### src/rtl/dcc_pkg.sv
package dcc_pkg;

    typedef enum logic [1:0] {
        DEV_OFF   = 2'd0,
        DEV_ON    = 2'd1,
        DEV_DRAIN = 2'd2,
        DEV_HALT  = 2'd3
    } dev_state_e;

    typedef enum logic [4:0] {
        OP_DEV_EN      = 5'd1,
        OP_DEV_DIS     = 5'd2,
        OP_DRAIN_ALL   = 5'd3,
        OP_ABORT_ALL   = 5'd4,
        OP_DEV_RST     = 5'd5,
        OP_Q_EN        = 5'd6,
        OP_Q_DIS       = 5'd7,
        OP_Q_DRAIN     = 5'd8,
        OP_Q_ABORT     = 5'd9,
        OP_Q_RST       = 5'd10,
        OP_SPACE_DRAIN = 5'd11,
        OP_SPACE_ABORT = 5'd12,
        OP_INT_HANDLE  = 5'd13
    } opcode_e;

    typedef enum logic [1:0] {
        QOP_KEEP  = 2'd0,
        QOP_SET   = 2'd1,
        QOP_CLR   = 2'd2,
        QOP_WIPE  = 2'd3
    } qop_e;

    localparam logic [7:0] E_OK          = 8'h00;
    localparam logic [7:0] E_BAD_OP      = 8'h01;
    localparam logic [7:0] E_BAD_QIDX    = 8'h02;
    localparam logic [7:0] E_DEV_ALREADY = 8'h10;
    localparam logic [7:0] E_QEN_DEV_OFF = 8'h20;
    localparam logic [7:0] E_Q_ALREADY   = 8'h21;
    localparam logic [7:0] E_DIS_NOT_ON  = 8'h31;
    localparam logic [7:0] E_Q_DEV_OFF   = 8'h32;

    localparam int CAUSE_DONE_BIT = 1;
    localparam int ARG_W          = 20;

    typedef struct packed {
        logic             irq;
        logic [5:0]       rsvd;
        logic [4:0]       op;
        logic [ARG_W-1:0] arg;
    } cmd_word_t;

    typedef struct packed {
        logic [7:0]  err;
        logic [15:0] res;
        dev_state_e  busy_st;
        dev_state_e  fin_st;
        qop_e        qop;
    } outcome_t;

    function automatic outcome_t judge(input cmd_word_t cw, input dev_state_e st,
                                       input logic idx_ok, input logic q_on);
        outcome_t o;
        logic     on;
        on        = (st == DEV_ON);
        o.err     = E_OK;
        o.res     = '0;
        o.busy_st = st;
        o.fin_st  = st;
        o.qop     = QOP_KEEP;
        case (cw.op)
            OP_DEV_EN: begin
                if (st != DEV_OFF) o.err = E_DEV_ALREADY;
                else               o.fin_st = DEV_ON;
            end
            OP_DEV_DIS: begin
                if (!on) o.err = E_DIS_NOT_ON;
                else begin
                    o.fin_st = DEV_OFF;
                    o.qop    = QOP_WIPE;
                end
            end
            OP_DRAIN_ALL: begin
                if (!on) o.err = E_Q_DEV_OFF;
                else     o.busy_st = DEV_DRAIN;
            end
            OP_ABORT_ALL: begin
                if (!on) o.err = E_Q_DEV_OFF;
                else begin
                    o.fin_st = DEV_HALT;
                    o.qop    = QOP_WIPE;
                end
            end
            OP_DEV_RST: begin
                o.fin_st = DEV_OFF;
                o.qop    = QOP_WIPE;
            end
            OP_Q_EN: begin
                if (!idx_ok)   o.err = E_BAD_QIDX;
                else if (!on)  o.err = E_QEN_DEV_OFF;
                else if (q_on) o.err = E_Q_ALREADY;
                else           o.qop = QOP_SET;
            end
            OP_Q_DIS, OP_Q_ABORT, OP_Q_RST: begin
                if (!idx_ok)  o.err = E_BAD_QIDX;
                else if (!on) o.err = E_Q_DEV_OFF;
                else          o.qop = QOP_CLR;
            end
            OP_Q_DRAIN: begin
                if (!idx_ok)  o.err = E_BAD_QIDX;
                else if (!on) o.err = E_Q_DEV_OFF;
            end
            OP_SPACE_DRAIN, OP_SPACE_ABORT: begin
                if (!on) o.err = E_Q_DEV_OFF;
            end
            OP_INT_HANDLE: begin
                o.res = cw.arg[15:0];
            end
            default: o.err = E_BAD_OP;
        endcase
        return o;
    endfunction

endpackage

### src/rtl/dcc_decode.sv
module dcc_decode
    import dcc_pkg::*;
#(
    parameter int NQ = 8,
    localparam int QW = (NQ > 1) ? $clog2(NQ) : 1
) (
    input  logic [31:0]   cmd_word,
    input  dev_state_e    cur_st,
    input  logic [NQ-1:0] q_en,
    output outcome_t      verdict,
    output logic [QW-1:0] q_idx
);

    cmd_word_t cw;
    logic      idx_ok;
    logic      q_on;

    always_comb begin
        cw      = cmd_word_t'(cmd_word);
        q_idx   = cw.arg[QW-1:0];
        idx_ok  = (32'(cw.arg) < NQ);
        q_on    = idx_ok ? q_en[q_idx] : 1'b0;
        verdict = judge(cw, cur_st, idx_ok, q_on);
    end

endmodule

### src/rtl/dcc_timer.sv
module dcc_timer #(
    parameter int CMD_LAT = 4,
    localparam int CW = $clog2(CMD_LAT + 1)
) (
    input  logic clk,
    input  logic rst,
    input  logic start,
    output logic busy,
    output logic done
);

    logic [CW-1:0] left;

    always_ff @(posedge clk) begin
        if (rst) begin
            busy <= 1'b0;
            left <= '0;
        end else if (start) begin
            busy <= 1'b1;
            left <= CW'(CMD_LAT - 1);
        end else if (busy) begin
            if (left == '0) busy <= 1'b0;
            else            left <= left - 1'b1;
        end
    end

    assign done = busy && (left == '0);

endmodule

### src/rtl/dcc_cause.sv
module dcc_cause
    import dcc_pkg::*;
(
    input  logic        clk,
    input  logic        rst,
    input  logic        set_done,
    input  logic        wr_en,
    input  logic [31:0] wr_data,
    output logic [31:0] cause
);

    logic done_bit;

    always_ff @(posedge clk) begin
        if (rst)                                  done_bit <= 1'b0;
        else if (set_done)                        done_bit <= 1'b1;
        else if (wr_en && wr_data[CAUSE_DONE_BIT]) done_bit <= 1'b0;
    end

    always_comb begin
        cause                 = '0;
        cause[CAUSE_DONE_BIT] = done_bit;
    end

endmodule

### src/rtl/dev_cmd_ctrl.sv
module dev_cmd_ctrl
    import dcc_pkg::*;
#(
    parameter int NQ      = 8,
    parameter int CMD_LAT = 4,
    localparam int QW = (NQ > 1) ? $clog2(NQ) : 1
) (
    input  logic          clk,
    input  logic          rst,
    input  logic          cmd_wr_en,
    input  logic [31:0]   cmd_wdata,
    input  logic          cause_wr_en,
    input  logic [31:0]   cause_wdata,
    output logic [31:0]   status_o,
    output logic [1:0]    dev_state_o,
    output logic [NQ-1:0] q_en_o,
    output logic [31:0]   cause_o
);

    dev_state_e    st_q;
    logic [NQ-1:0] q_en_q;
    outcome_t      verdict;
    outcome_t      held_q;
    logic [QW-1:0] idx_now;
    logic [QW-1:0] idx_q;
    logic          irq_q;
    logic [7:0]    err_q;
    logic [15:0]   res_q;
    logic          busy;
    logic          done;
    logic          accept;

    assign accept = cmd_wr_en && !busy;

    dcc_decode #(.NQ(NQ)) u_decode (
        .cmd_word (cmd_wdata),
        .cur_st   (st_q),
        .q_en     (q_en_q),
        .verdict  (verdict),
        .q_idx    (idx_now)
    );

    dcc_timer #(.CMD_LAT(CMD_LAT)) u_timer (
        .clk   (clk),
        .rst   (rst),
        .start (accept),
        .busy  (busy),
        .done  (done)
    );

    dcc_cause u_cause (
        .clk      (clk),
        .rst      (rst),
        .set_done (done && irq_q),
        .wr_en    (cause_wr_en),
        .wr_data  (cause_wdata),
        .cause    (cause_o)
    );

    // Verdict is taken when the word is accepted and committed on completion.
    always_ff @(posedge clk) begin
        if (rst) begin
            held_q <= '0;
            idx_q  <= '0;
            irq_q  <= 1'b0;
        end else if (accept) begin
            held_q <= verdict;
            idx_q  <= idx_now;
            irq_q  <= cmd_wdata[31];
        end
    end

    always_ff @(posedge clk) begin
        if (rst)         st_q <= DEV_OFF;
        else if (accept) st_q <= verdict.busy_st;
        else if (done)   st_q <= held_q.fin_st;
    end

    always_ff @(posedge clk) begin
        if (rst) begin
            err_q <= '0;
            res_q <= '0;
        end else if (accept) begin
            err_q <= '0;
            res_q <= '0;
        end else if (done) begin
            err_q <= held_q.err;
            res_q <= held_q.res;
        end
    end

    for (genvar g = 0; g < NQ; g++) begin : g_queue
        logic hit;
        assign hit = (idx_q == QW'(g));
        always_ff @(posedge clk) begin
            if (rst) begin
                q_en_q[g] <= 1'b0;
            end else if (done) begin
                case (held_q.qop)
                    QOP_SET:  if (hit) q_en_q[g] <= 1'b1;
                    QOP_CLR:  if (hit) q_en_q[g] <= 1'b0;
                    QOP_WIPE: q_en_q[g] <= 1'b0;
                    default:  q_en_q[g] <= q_en_q[g];
                endcase
            end
        end
    end

    assign status_o    = {busy, 7'b0, res_q, err_q};
    assign dev_state_o = st_q;
    assign q_en_o      = q_en_q;

endmodule

### config.mk
export PLATFORM = sky130hd
export DESIGN_NAME = dev_cmd_ctrl
export DESIGN_NICKNAME = d
export VERILOG_FILES = /design/src/rtl/dcc_pkg.sv /design/src/rtl/dcc_decode.sv /design/src/rtl/dcc_timer.sv /design/src/rtl/dcc_cause.sv /design/src/rtl/dev_cmd_ctrl.sv
export SDC_FILE = /design/constraint.sdc
export NUM_CORES = 1
export LEC_CHECK = 0
export CORE_MARGIN = 2
export CORE_UTILIZATION = 50
export DETAILED_ROUTE_END_ITERATION = 8
export DONT_BUFFER_PORTS = 1
export MAX_ROUTING_LAYER = met4
export PLACE_DENSITY = 0.67
export RECOVER_POWER = 25
export SLEW_MARGIN = 0
export SYNTH_ARGS = -nofsm -noshare
export SYNTH_HDL_FRONTEND = slang
export SYNTH_SLANG_ARGS = --single-unit
### constraint.sdc
create_clock -name clk -period 1.85 [get_ports clk]
set_clock_uncertainty 0.05 [all_clocks]
set_input_delay 0.37 -clock clk [delete_from_list [all_inputs] [get_ports clk]]
set_output_delay 0.37 -clock clk [all_outputs]
set_load 0.02 [all_outputs]
Word-level counts from Yosys, hierarchy flattened:

Cells that the tools add are included.

* add/subtract/negate cells: 1
* $mul: 0
* divide/modulo/power cells: 0
* $lt $le $gt $ge: 2
* eq/ne operators: 43
* shift operators: 0
* mux-type cells: 58
* bitwise operators: 1
* reductions and logical operators: 28

Operators by type and width (count)
* $pmux W8 S6: 1
* $ne A2 B2 Y1 const B: 17
* $reduce_and A4 Y1: 8
* $eq A5 B4 Y1 const B: 6
* $mux W1: 24
* $mux W2: 12
* $mux W8: 3
* $pmux W1 S3: 8
* $eq A5 B3 Y1 const B: 4
* $lt A20 B4 Y1 const B: 1
* $mux W6: 3
* $mux W16: 1
* $eq A3 B3 Y1 const B: 4
* $eq A5 B2 Y1 const B: 2
* $pmux W2 S5: 1
* $mux W4: 2
* $pmux W2 S4: 1
* $reduce_bool A2 Y1: 4
* $reduce_or A4 Y1: 2
* $eq A3 B2 Y1 const B: 2
* $logic_not A3 Y1: 2
* $eq A5 B1 Y1 const B: 1
* $mux W5: 1
* $eq A2 B1 Y1 const B: 2
* other kinds (14): 21

* register bits after elaboration: 71
* bits in latches: 0
* RAM bits: 0
* memory bits (read-only): 0
* bits of input ports: 68
* output and inout bits: 74
* word-level logic and storage cells: 154
* memories: 0

Depth between registers and ports, before layout:

Gate-level depths: netlist of run 1.

* word-level depth: 7
* depth in mapped cells: 8
* depth with buffers taken out: 7

Hierarchy:

From an unflattened synthesis of run 1, not the netlist that was laid out.

* cells, all modules: 443
* area, all modules: 3794.9 sq um

Modules (own cells, without submodules)
* dev_cmd_ctrl: instances 1, cells an instance 285, area each 2587.5 sq um
* dcc_decode: instances 1, cells an instance 98, area each 701.9 sq um
* dcc_cause: instances 1, cells an instance 37, area each 286.5 sq um
* dcc_timer: instances 1, cells an instance 23, area each 219.0 sq um

Least setup slack after synthesis of run 1:

OpenSTA, ideal clock, no wires.

* path type: input to register
* from: in cmd_wdata[0]
* to: reg held_q[27] in the netlist's numbering
* setup time: 0.122 ns
* arrival time: 1.393 ns
* required time: 1.678 ns
* setup slack: 0.285 ns
* stages on the path: 4
* path buffers: 0
* cells stage by stage: mux4_1 > mux2_4 > a32oi_1 > o21ai_1

* cells in the longest elaborated chain, start to end: 7
* elaborated cells on any way between the ends: 9
* classes of those cells: order compare (1); mux (8)

Ends and longest elaborated chain
* from (decl): RTL line dev_cmd_ctrl.sv:11 `input logic [31:0] cmd_wdata,`
* branches (longest 6 deep; another with $lt A20 B4 Y1)
* $pmux W8 S6 (*): RTL line dcc_pkg.sv:70 `case (cw.op)`
* to (signal assigned): RTL line dev_cmd_ctrl.sv:67 `held_q <= verdict;`
* to (decl): RTL line dev_cmd_ctrl.sv:23 `outcome_t held_q;`

Mark *: on every way between the ends. The select of a mux whose other input is x is not followed.
A chain may end at the register's enable or synchronous reset.

Worst setup path after layout of run 1:

* from: reg u_timer.left[0]
* to: reg u_timer.left[1]

* cells in the longest elaborated chain, start to end: 4
* elaborated cells on any way between the ends: 7
* classes of those cells: add/sub (1); eq/ne (1); mux (3); reduce/logical (2)

Ends and longest elaborated chain
* from (decl): RTL line dcc_timer.sv:12 `logic [CW-1:0] left;`
* from (signal assigned): RTL line dcc_timer.sv:20 `left <= CW'(CMD_LAT - 1);`
* from (signal assigned): RTL line dcc_timer.sv:23 `else left <= left - 1'b1;`
* $sub A3 B1 Y3: RTL line dcc_timer.sv:23
* $mux W2: RTL line dcc_timer.sv:22 `if (left == '0) busy <= 1'b0;`
* $mux W2: RTL line dcc_timer.sv:21 `end else if (busy) begin`
* $mux W2: RTL line dcc_timer.sv:18 `end else if (start) begin`

Parallel ways exist; a longest one is shown, timed or not. The select of a mux whose other input is x is not followed.

==> flow_summary_export.csv, run 1 <==
group,metric,value,unit
status,status,"completed",
routing,wl,6.799,mm
die,num_rows,28,
clocking,post_cts_resized,0,
routing,vias_per_cell,5.425,
setup_path,crit_top_cell,"nor2_1",
clocking,cts-htree-levels,3,
finish,seq_area,0.001261,mm^2
clocking,cts_setup_buffers,0,
yosys,ys.flop_type,"dfxtp_1",
job,maxCapViolations,0,
timing,rsz0062_at_grt,"false",
die,dieArea,0.006900,mm^2
finish,area_delta_synth_final,6.885,%
timing,fmax,571.4,MHz
clocking,clock_sinks,63,
clocking,cts_root_buf,"clkbuf_8",
timing,finalSetupViolCount,0,
placement,place_area,0.003126,mm^2
yosys,synth-seq-area-share,0.4035,
setup_path,crit_path_top_delay_cell,"dfxtp_1",
yosys,synth_edf_count,0,
setup_path,crit_arrival,1940,ps
yosys,yosysTopAreaCell,"dfxtp_1",
timing,tightest_slew,589.1,ps
pwr,vdd_ir_drop_max,545.5,uV
finish,nFillCells,567,
timing,timing.final.ws_setup,99.88,ps
global_routing,track_usage,0.2034,
yosys,syn_area,0.003125,mm^2
finish,final_util,0.5576,
die,fp.dieH,83.07,um
yosys,yosysMostFrequentCell,"dfxtp_1",
global_routing,overflow,0,
placement,gp_congestion,0.8646,
routing,drc,0,
setup_path,crit_family,"simple AND/OR/NAND/NOR gates",
yosys,syn_avg_cell_area,8.247,um^2
placement,dpl.cell_count,452,
clocking,cts_tree,"done",
finish,final_cells,468,
global_routing,antenna_found_initial,0,
routing,vias,2539,
finish,multiInputGateArea,0.001553,mm^2
setup_path,startpoint_type,"flip-flop",
routing,postRouteAntennaNets,0,
timing,period_minus_slack,1750,ps
setup_path,worstPathRequired,2040,ps
yosys,syn_inst,379,
routing,wl_per_cell,14.53,um
timing,timing.final.crit_share,0.9460,
die,initial_core_util,0.5217,
clocking,path_clk_slew,70,ps
clocking,insertion_delay,340,ps
finish,nets,458,
yosys,yosys_warnings,0,
setup_path,critPathKind,"flip-flop to flip-flop",
timing,hold_viol_final,0,
die,coreArea,0.005991,mm^2
clocking,cts_buffer_depth,2,
pwr,leakagePower,1.299,nW
min_path,min_path_type,"input pin to flip-flop",
timing,drv_slew,0,
placement,pre_cts_ws,71.06,ps
pwr,power_density,919.1,mW/mm^2
clocking,cts_made_buffers,9,
routing,firstDrtPassIters,4,
pwr,p_total,3.070,mW
finish,num_antenna_cells,0,
finish,fin_area,0.003341,mm^2
yosys,synth.ff_latch_count,63,
global_routing,grt_first_pass_wirelength,11.04,mm
placement,port-buffer-count,0,
global_routing,grt_pass1_vias,2312,
die,io_pins,142,
setup_path,crit_chain,"inv_1 > ha_1 > and3b_1 > buf_4 > nor2_1 > nor2_1 > a311oi_1",
timing,max-slew-margin-rel,0.5971,
setup_path,path_buf_inv,2,
yosys,synthArstFlopShare,0,
yosys,ys_top_cells_by_area,"dfxtp_1, buf_4, nand2_1, a21oi_1, a22o_1",
die,die_w,83.07,um
placement,dp_hpwl,4.904,mm
routing,drt_iter0_drc,131,
yosys,ys_top_cells_by_count,"dfxtp_1, nand2_1, buf_4",
yosys,synth.distinct_cells,49,
finish,drive_above_1_share,0.1170,
setup_path,endpoint_kind,"flip-flop",
timing,tns,0,ps
yosys,synth_top_cell_area_share,0.4035,
timing,hold_slack,41.97,ps
setup_path,slowest_delay,360,ps
setup_path,path_max_fanout,9,
global_routing,grt_max_degree,22,
clocking,cts-hold-fix-buffers,0,
## final cells by class
class	instances	share of cell area
clock buffer	11	0.04232
clock inverter	5	0.02434
inverter	6	0.006742
multi-input combinational	282	0.4648
sequential	63	0.3775
tap	75	0.02809
timing repair buffer	26	0.05618
## worst paths after layout
path,startpoint,endpoint,slack [ps],depth (start not counted)
setup / recovery,u_timer.left[0],u_timer.left[1],100,7
hold / removal,rst,idx_q[0],40,1
setup reg to reg,u_timer.left[0],u_timer.left[1],100,7
hold reg to reg,held_q[2],held_q[2],400,2
## layer usage
layer,part of all wire,track usage,vias to the layer above
met5,0,-,-
met4,0.0097,0.06408,0
met3,0.083,0.06561,7
met2,0.47,0.3050,102
met1,0.44,0.2617,1172
li1,-,-,1258
## where the power goes
| group | switching (mW) | internal, mW |
|---|---|---|
| clock network | 0.527 | 0.796 |
| registers | 0.0301 | 1.38 |
| logic | 0.230 | 0.104 |
## state kept, by name (all words and copies together) (netlist names)
signal,flops
idx_q,3
u_timer.left,3
u_cause.done_bit,1
irq_q,1
err_q,4
dev_state_o,2
q_en_o,8
res_q,16
held_q,24
u_timer.busy,1
## cells in the final DEF, fill, tap and decap left out, drive strengths merged, types with 4 or more instances in the layout
cell type  instances
a22o              17
o21ai             11
and3               4
dfxtp             63
nor3              11
nor2b              6
a21oi             44
inv                5
a31oi              9
nand2b             8
nor2              25
nand2             60
conb              42
nor4               4
clkbuf            13
buf               24
nand3              5
## kinds of logic after synthesis
logic type,after synthesis,share of synthesized area
AND/OR/NAND/NOR,136,0.2142
other,1,0.001200
adder cells (fa/ha/maj),2,0.008005
multiplexers,3,0.02162
flip-flops,63,0.4035
buffers and inverters,75,0.1489
AO/OA/AOI/OAI,98,0.1998
XOR/XNOR,1,0.002803
Note: power is estimated with default switching activity, not from simulation.
==> run 2: changes to the inputs <==
--- a/config.mk
+++ b/config.mk
@@ -5,8 +5,10 @@
 export SDC_FILE = /design/constraint.sdc
 export NUM_CORES = 1
 export LEC_CHECK = 0
+export CORE_ASPECT_RATIO = 0.75
 export CORE_MARGIN = 2
 export CORE_UTILIZATION = 50
+export CTS_CLUSTER_DIAMETER = 50
 export DETAILED_ROUTE_END_ITERATION = 8
 export DONT_BUFFER_PORTS = 1
 export MAX_ROUTING_LAYER = met4
==> flow_summary_export.csv, run 2 (same netlist as run 1, synthesis figures left out) <==
group,metric,value,unit
min_path,hold_end,"irq_q",
clocking,cts-htree-levels,3,
global_routing,grt_use_met1,0.3151,
die,dieArea,0.006906,mm^2
clocking,cts_setup_buffers,0,
job,maxCapViolations,0,
setup_path,crit_arrival,1890,ps
die,num_rows,24,
global_routing,use_met2,0.2590,
timing,max-slew-margin-rel,0.6674,
die,coreArea,0.005916,mm^2
setup_path,regToRegEndpoint,"q_en_o[3]",
min_path,hold_depth,1,
finish,largest_register,"held_q",
finish,multiInputGateArea,0.001553,mm^2
min_path,min_path_type,"input pin to flip-flop",
setup_path,path_max_fanout,10,
routing,wl,6.949,mm
setup_path,slowest_delay,410,ps
min_path,min_from,"rst",
setup_path,path_buf_inv,1,
finish,largest_reg_flops,24,
global_routing,busiest_layer,"met1",
finish,nFillCells,538,
pwr,leakagePower,1.296,nW
setup_path,crit_chain,"inv_1 > ha_1 > and3b_1 > nand2_1 > o21ai_0 > nor2_1",
placement,gp_congestion,0.8937,
global_routing,track_usage,0.2077,
placement,dp_hpwl,5.027,mm
clocking,cts_tree,"done",
pwr,power_density,955.1,mW/mm^2
global_routing,overflow,0,
setup_path,r2r_cells,6,
timing,tns,0,ps
setup_path,r2r-start,"u_timer.left[0]",
routing,drt_iter0_drc,166,
clocking,cts_root_buf,"clkbuf_8",
global_routing,antenna_found_initial,0,
timing,drv_slew,0,
routing,firstDrtPassIters,4,
global_routing,grt_max_degree,22,
routing,vias_per_cell,5.475,
setup_path,crit_family,"simple AND/OR/NAND/NOR gates",
die,io_pins,142,
timing,fmax,585.1,MHz
timing,rsz0062_at_grt,"false",
finish,nets,454,
die,die_w,95.30,um
finish,drive_above_1_share,0.1105,
timing,tightest_slew,486.4,ps
clocking,cts_made_buffers,9,
clocking,post_cts_resized,0,
timing,timing.final.crit_share,0.9239,
placement,port-buffer-count,0,
finish,seq_area,0.001261,mm^2
global_routing,grt.met3_usage,0.05296,
clocking,path_clk_slew,70,ps
clocking,insertion_delay,340,ps
finish,layout.cells.most_common,"dfxtp_1",
routing,drc,0,
clocking,clock_sinks,63,
setup_path,critPathKind,"flip-flop to flip-flop",
clocking,cts_buffer_depth,2,
die,fp.dieH,72.47,um
setup_path,r2r_slack,140,ps
global_routing,grt_pass1_vias,2097,
global_routing,grt_first_pass_wirelength,10.75,mm
pwr,p_total,3.199,mW
timing,finalSetupViolCount,0,
clocking,cts-hold-fix-buffers,0,
die,initial_core_util,0.5283,
setup_path,endpoint_kind,"flip-flop",
finish,num_antenna_cells,0,
setup_path,worstPathRequired,2040,ps
routing,postRouteAntennaNets,0,
routing,vias,2557,
setup_path,startpoint_type,"flip-flop",
status,status,"completed",
pwr,vdd_ir_drop_max,372.8,uV
routing,wl_per_cell,14.88,um
finish,mostFrequentLayoutCells,"dfxtp_1, nand2_1, a21oi_1, conb_1, nor2_1",
timing,hold_viol_final,0,
setup_path,crit_path_top_delay_cell,"and3b_1",
finish,area_delta_synth_final,7.166,%
timing,period_minus_slack,1709,ps
-- run 2: cell count changes in the layout (fill, tap and decap cells not counted) --
| cell | change |
|---|---|
| clkbuf_8 | -1 |
| clkinv_4 | +2 |
| clkinvlp_4 | -1 |
| buf_12 | +1 |
| bufinv_16 | +1 |
| buf_4 | -5 |
| clkbuf_1 | -1 |
-- run 2: worst max-delay path by stage --
stage / endpoint / cells after the start / slack [ps] / from
after CTS: q_en_o[3] / 6 / 130 / u_timer.left[0]
after detailed placement: q_en_o[3] / 6 / 150 / u_timer.left[0]
after global routing: q_en_o[3] / 6 / 20 / u_timer.left[0]
after floorplan: held_q[27] / 4 / 280 / cmd_wdata[0]
final: q_en_o[3] / 6 / 140 / u_timer.left[0]
after global placement: held_q[23] / 5 / 170 / cmd_wdata[14]
-- run 2: report_power, final --
group          leakage (nW)  internal [mW]  switching, mW
combinational         0.663         0.0989          0.233
clock                 0.123          0.899          0.556
sequential            0.510           1.38         0.0289
total                  1.30           2.38          0.819
-- run 2: metrics by stage --
step / hold WS [ps] / setup slack (ps) / instances / area (um^2) / utilization
global placement: 385.1 / 168.9 / 451 / 3112 / 0.5260
floorplan: 378.8 / 284.9 / 420 / 3279 / -
detailed placement: 387.0 / 147.1 / 451 / 3112 / 0.5260
global route: 20.53 / 18.25 / 467 / 3349 / 0.5662
CTS: 26.02 / 131.9 / 467 / 3357 / 0.5675
finish: 41.90 / 140.8 / 467 / 3349 / 0.5662
-- run 2: cell type report --
type	count	area share
timing repair buffer	22	0.05080
inverter	6	0.006724
clock buffer	9	0.03698
multi-input combinational	282	0.4636
sequential	63	0.3765
tap	78	0.02914
clock inverter	7	0.03623
-- run 2: routing by layer --
layer	share of wire	wire, um
met4	0.014	99
met5	0	0
met3	0.092	638
met2	0.41	2841
met1	0.48	3370
==> run 3: changes to the inputs <==
--- a/config.mk
+++ b/config.mk
@@ -13,7 +13,6 @@
 export DONT_BUFFER_PORTS = 1
 export MAX_ROUTING_LAYER = met4
 export PLACE_DENSITY = 0.67
-export RECOVER_POWER = 25
 export SLEW_MARGIN = 0
 export SYNTH_ARGS = -nofsm -noshare
 export SYNTH_HDL_FRONTEND = slang
==> flow_summary_export.csv, run 3 (same netlist as run 1, synthesis figures left out) <==
group,metric,value,unit
clocking,path_clk_slew,70,ps
setup_path,crit_path_top_delay_cell,"and3b_1",
finish,largest_register,"held_q",
timing,period_minus_slack,1713,ps
timing,rsz0062_at_grt,"false",
routing,firstDrtPassIters,4,
routing,drt_iter0_drc,136,
finish,nFillCells,535,
placement,dp_hpwl,5.027,mm
timing,timing.final.crit_share,0.9258,
placement,gp_congestion,0.8937,
routing,postRouteAntennaNets,0,
clocking,post_cts_resized,0,
routing,wl,6.927,mm
setup_path,startpoint_type,"flip-flop",
timing,fmax,583.9,MHz
die,fp.dieH,72.47,um
finish,layout.cells.most_common,"dfxtp_1",
clocking,clock_sinks,63,
timing,tightest_slew,486.4,ps
finish,final_util,0.5675,
placement,port-buffer-count,0,
timing,hold_viol_final,0,
die,io_pins,142,
global_routing,antenna_found_initial,0,
timing,max-slew-margin-rel,0.6674,
die,num_rows,24,
global_routing,grt_max_degree,22,
clocking,cts_buffer_depth,2,
pwr,vdd_ir_drop_max,372.3,uV
routing,wl_per_cell,14.83,um
clocking,cts_tree,"done",
die,die_w,95.30,um
clocking,cts_root_buf,"clkbuf_8",
die,initial_core_util,0.5283,
clocking,insertion_delay,340,ps
routing,drc,0,
setup_path,critPathKind,"flip-flop to flip-flop",
global_routing,track_usage,0.2077,
timing,drv_slew,0,
clocking,cts_made_buffers,9,
setup_path,endpoint_kind,"flip-flop",
finish,area_delta_synth_final,7.406,%
placement,place_area,0.003112,mm^2
timing,tns,0,ps
setup_path,slowest_delay,420,ps
finish,drive_above_1_share,0.1157,
pwr,leakagePower,1.304,nW
finish,multiInputGateArea,0.001553,mm^2
setup_path,crit_chain,"inv_1 > ha_1 > and3b_1 > nand2_1 > o21ai_0 > nor2_1",
finish,num_antenna_cells,0,
global_routing,overflow,0,
min_path,min_path_type,"input pin to flip-flop",
finish,fin_area,0.003357,mm^2
job,maxCapViolations,0,
finish,nets,454,
setup_path,worstPathRequired,2040,ps
routing,vias_per_cell,5.471,
finish,mostFrequentLayoutCells,"dfxtp_1, nand2_1, a21oi_1, conb_1, nor2_1",
global_routing,busiest_layer,"met1",
global_routing,grt.met3_usage,0.05296,
pwr,power_density,952.9,mW/mm^2
die,coreArea,0.005916,mm^2
global_routing,grt_pass1_vias,2097,
status,status,"completed",
timing,finalSetupViolCount,0,
global_routing,grt_first_pass_wirelength,10.75,mm
clocking,cts_setup_buffers,0,
routing,vias,2555,
global_routing,use_met2,0.2590,
finish,seq_area,0.001261,mm^2
global_routing,grt_use_met1,0.3151,
die,dieArea,0.006906,mm^2
clocking,cts-htree-levels,3,
clocking,cts-hold-fix-buffers,0,
setup_path,crit_arrival,1900,ps
finish,largest_reg_flops,24,
setup_path,path_max_fanout,10,
[run 3: path summary, 6_finish.rpt]
kind | startpoint | end | slack, ps | cells after the start
setup / recovery | u_timer.left[0] | q_en_o[3] | 140 | 6
hold / removal | rst | irq_q | 40 | 1
hold reg to reg | held_q[2] | held_q[2] | 400 | 2
setup reg to reg | u_timer.left[0] | q_en_o[3] | 140 | 6
[run 3: final cells by class]
class / instances / area share
Timing Repair Buffer: 22 / 0.05293
Tap cell: 78 / 0.02907
Clock buffer: 9 / 0.03690
Inverter: 6 / 0.006709
Clock inverter: 7 / 0.03615
Sequential cell: 63 / 0.3757
Multi-Input combinational cell: 282 / 0.4625
[run 3: worst max-delay path, delay by kind of cell (launching register included)]
kind / cells / cell delay (ps)
AND/OR/NAND/NOR: 3 / 740
flip-flops: 1 / 340
buffers and inverters: 1 / 80
adder cells (fa/ha/maj): 1 / 160
AO/OA/AOI/OAI: 1 / 230
[run 3: metrics by stage]
stage / power, mW / std cells / hold slack (ps) / setup WS, ps
final: 3.199 / 467 / 43.28 / 137.3
after global routing: 3.323 / 467 / 20.53 / 18.25
after CTS: 3.220 / 467 / 26.02 / 131.9
after detailed placement: 1.773 / 451 / 387.0 / 147.1
after global placement: 1.767 / 451 / 385.1 / 168.9
after floorplan: 1.782 / 420 / 378.8 / 284.9
[run 3: report_power, final]
part / total, mW / leakage (nW) / internal, mW / switching [mW]
clock: 1.45 / 0.123 / 0.899 / 0.555
combinational: 0.334 / 0.671 / 0.100 / 0.233
sequential: 1.41 / 0.510 / 1.38 / 0.0286
total: 3.20 / 1.30 / 2.38 / 0.817
[run 3: layer usage]
metal	vias up	part of all wire
li1	1254	-
met1	1185	0.48
met2	108	0.41
met3	8	0.093
met4	0	0.014
met5	-	0
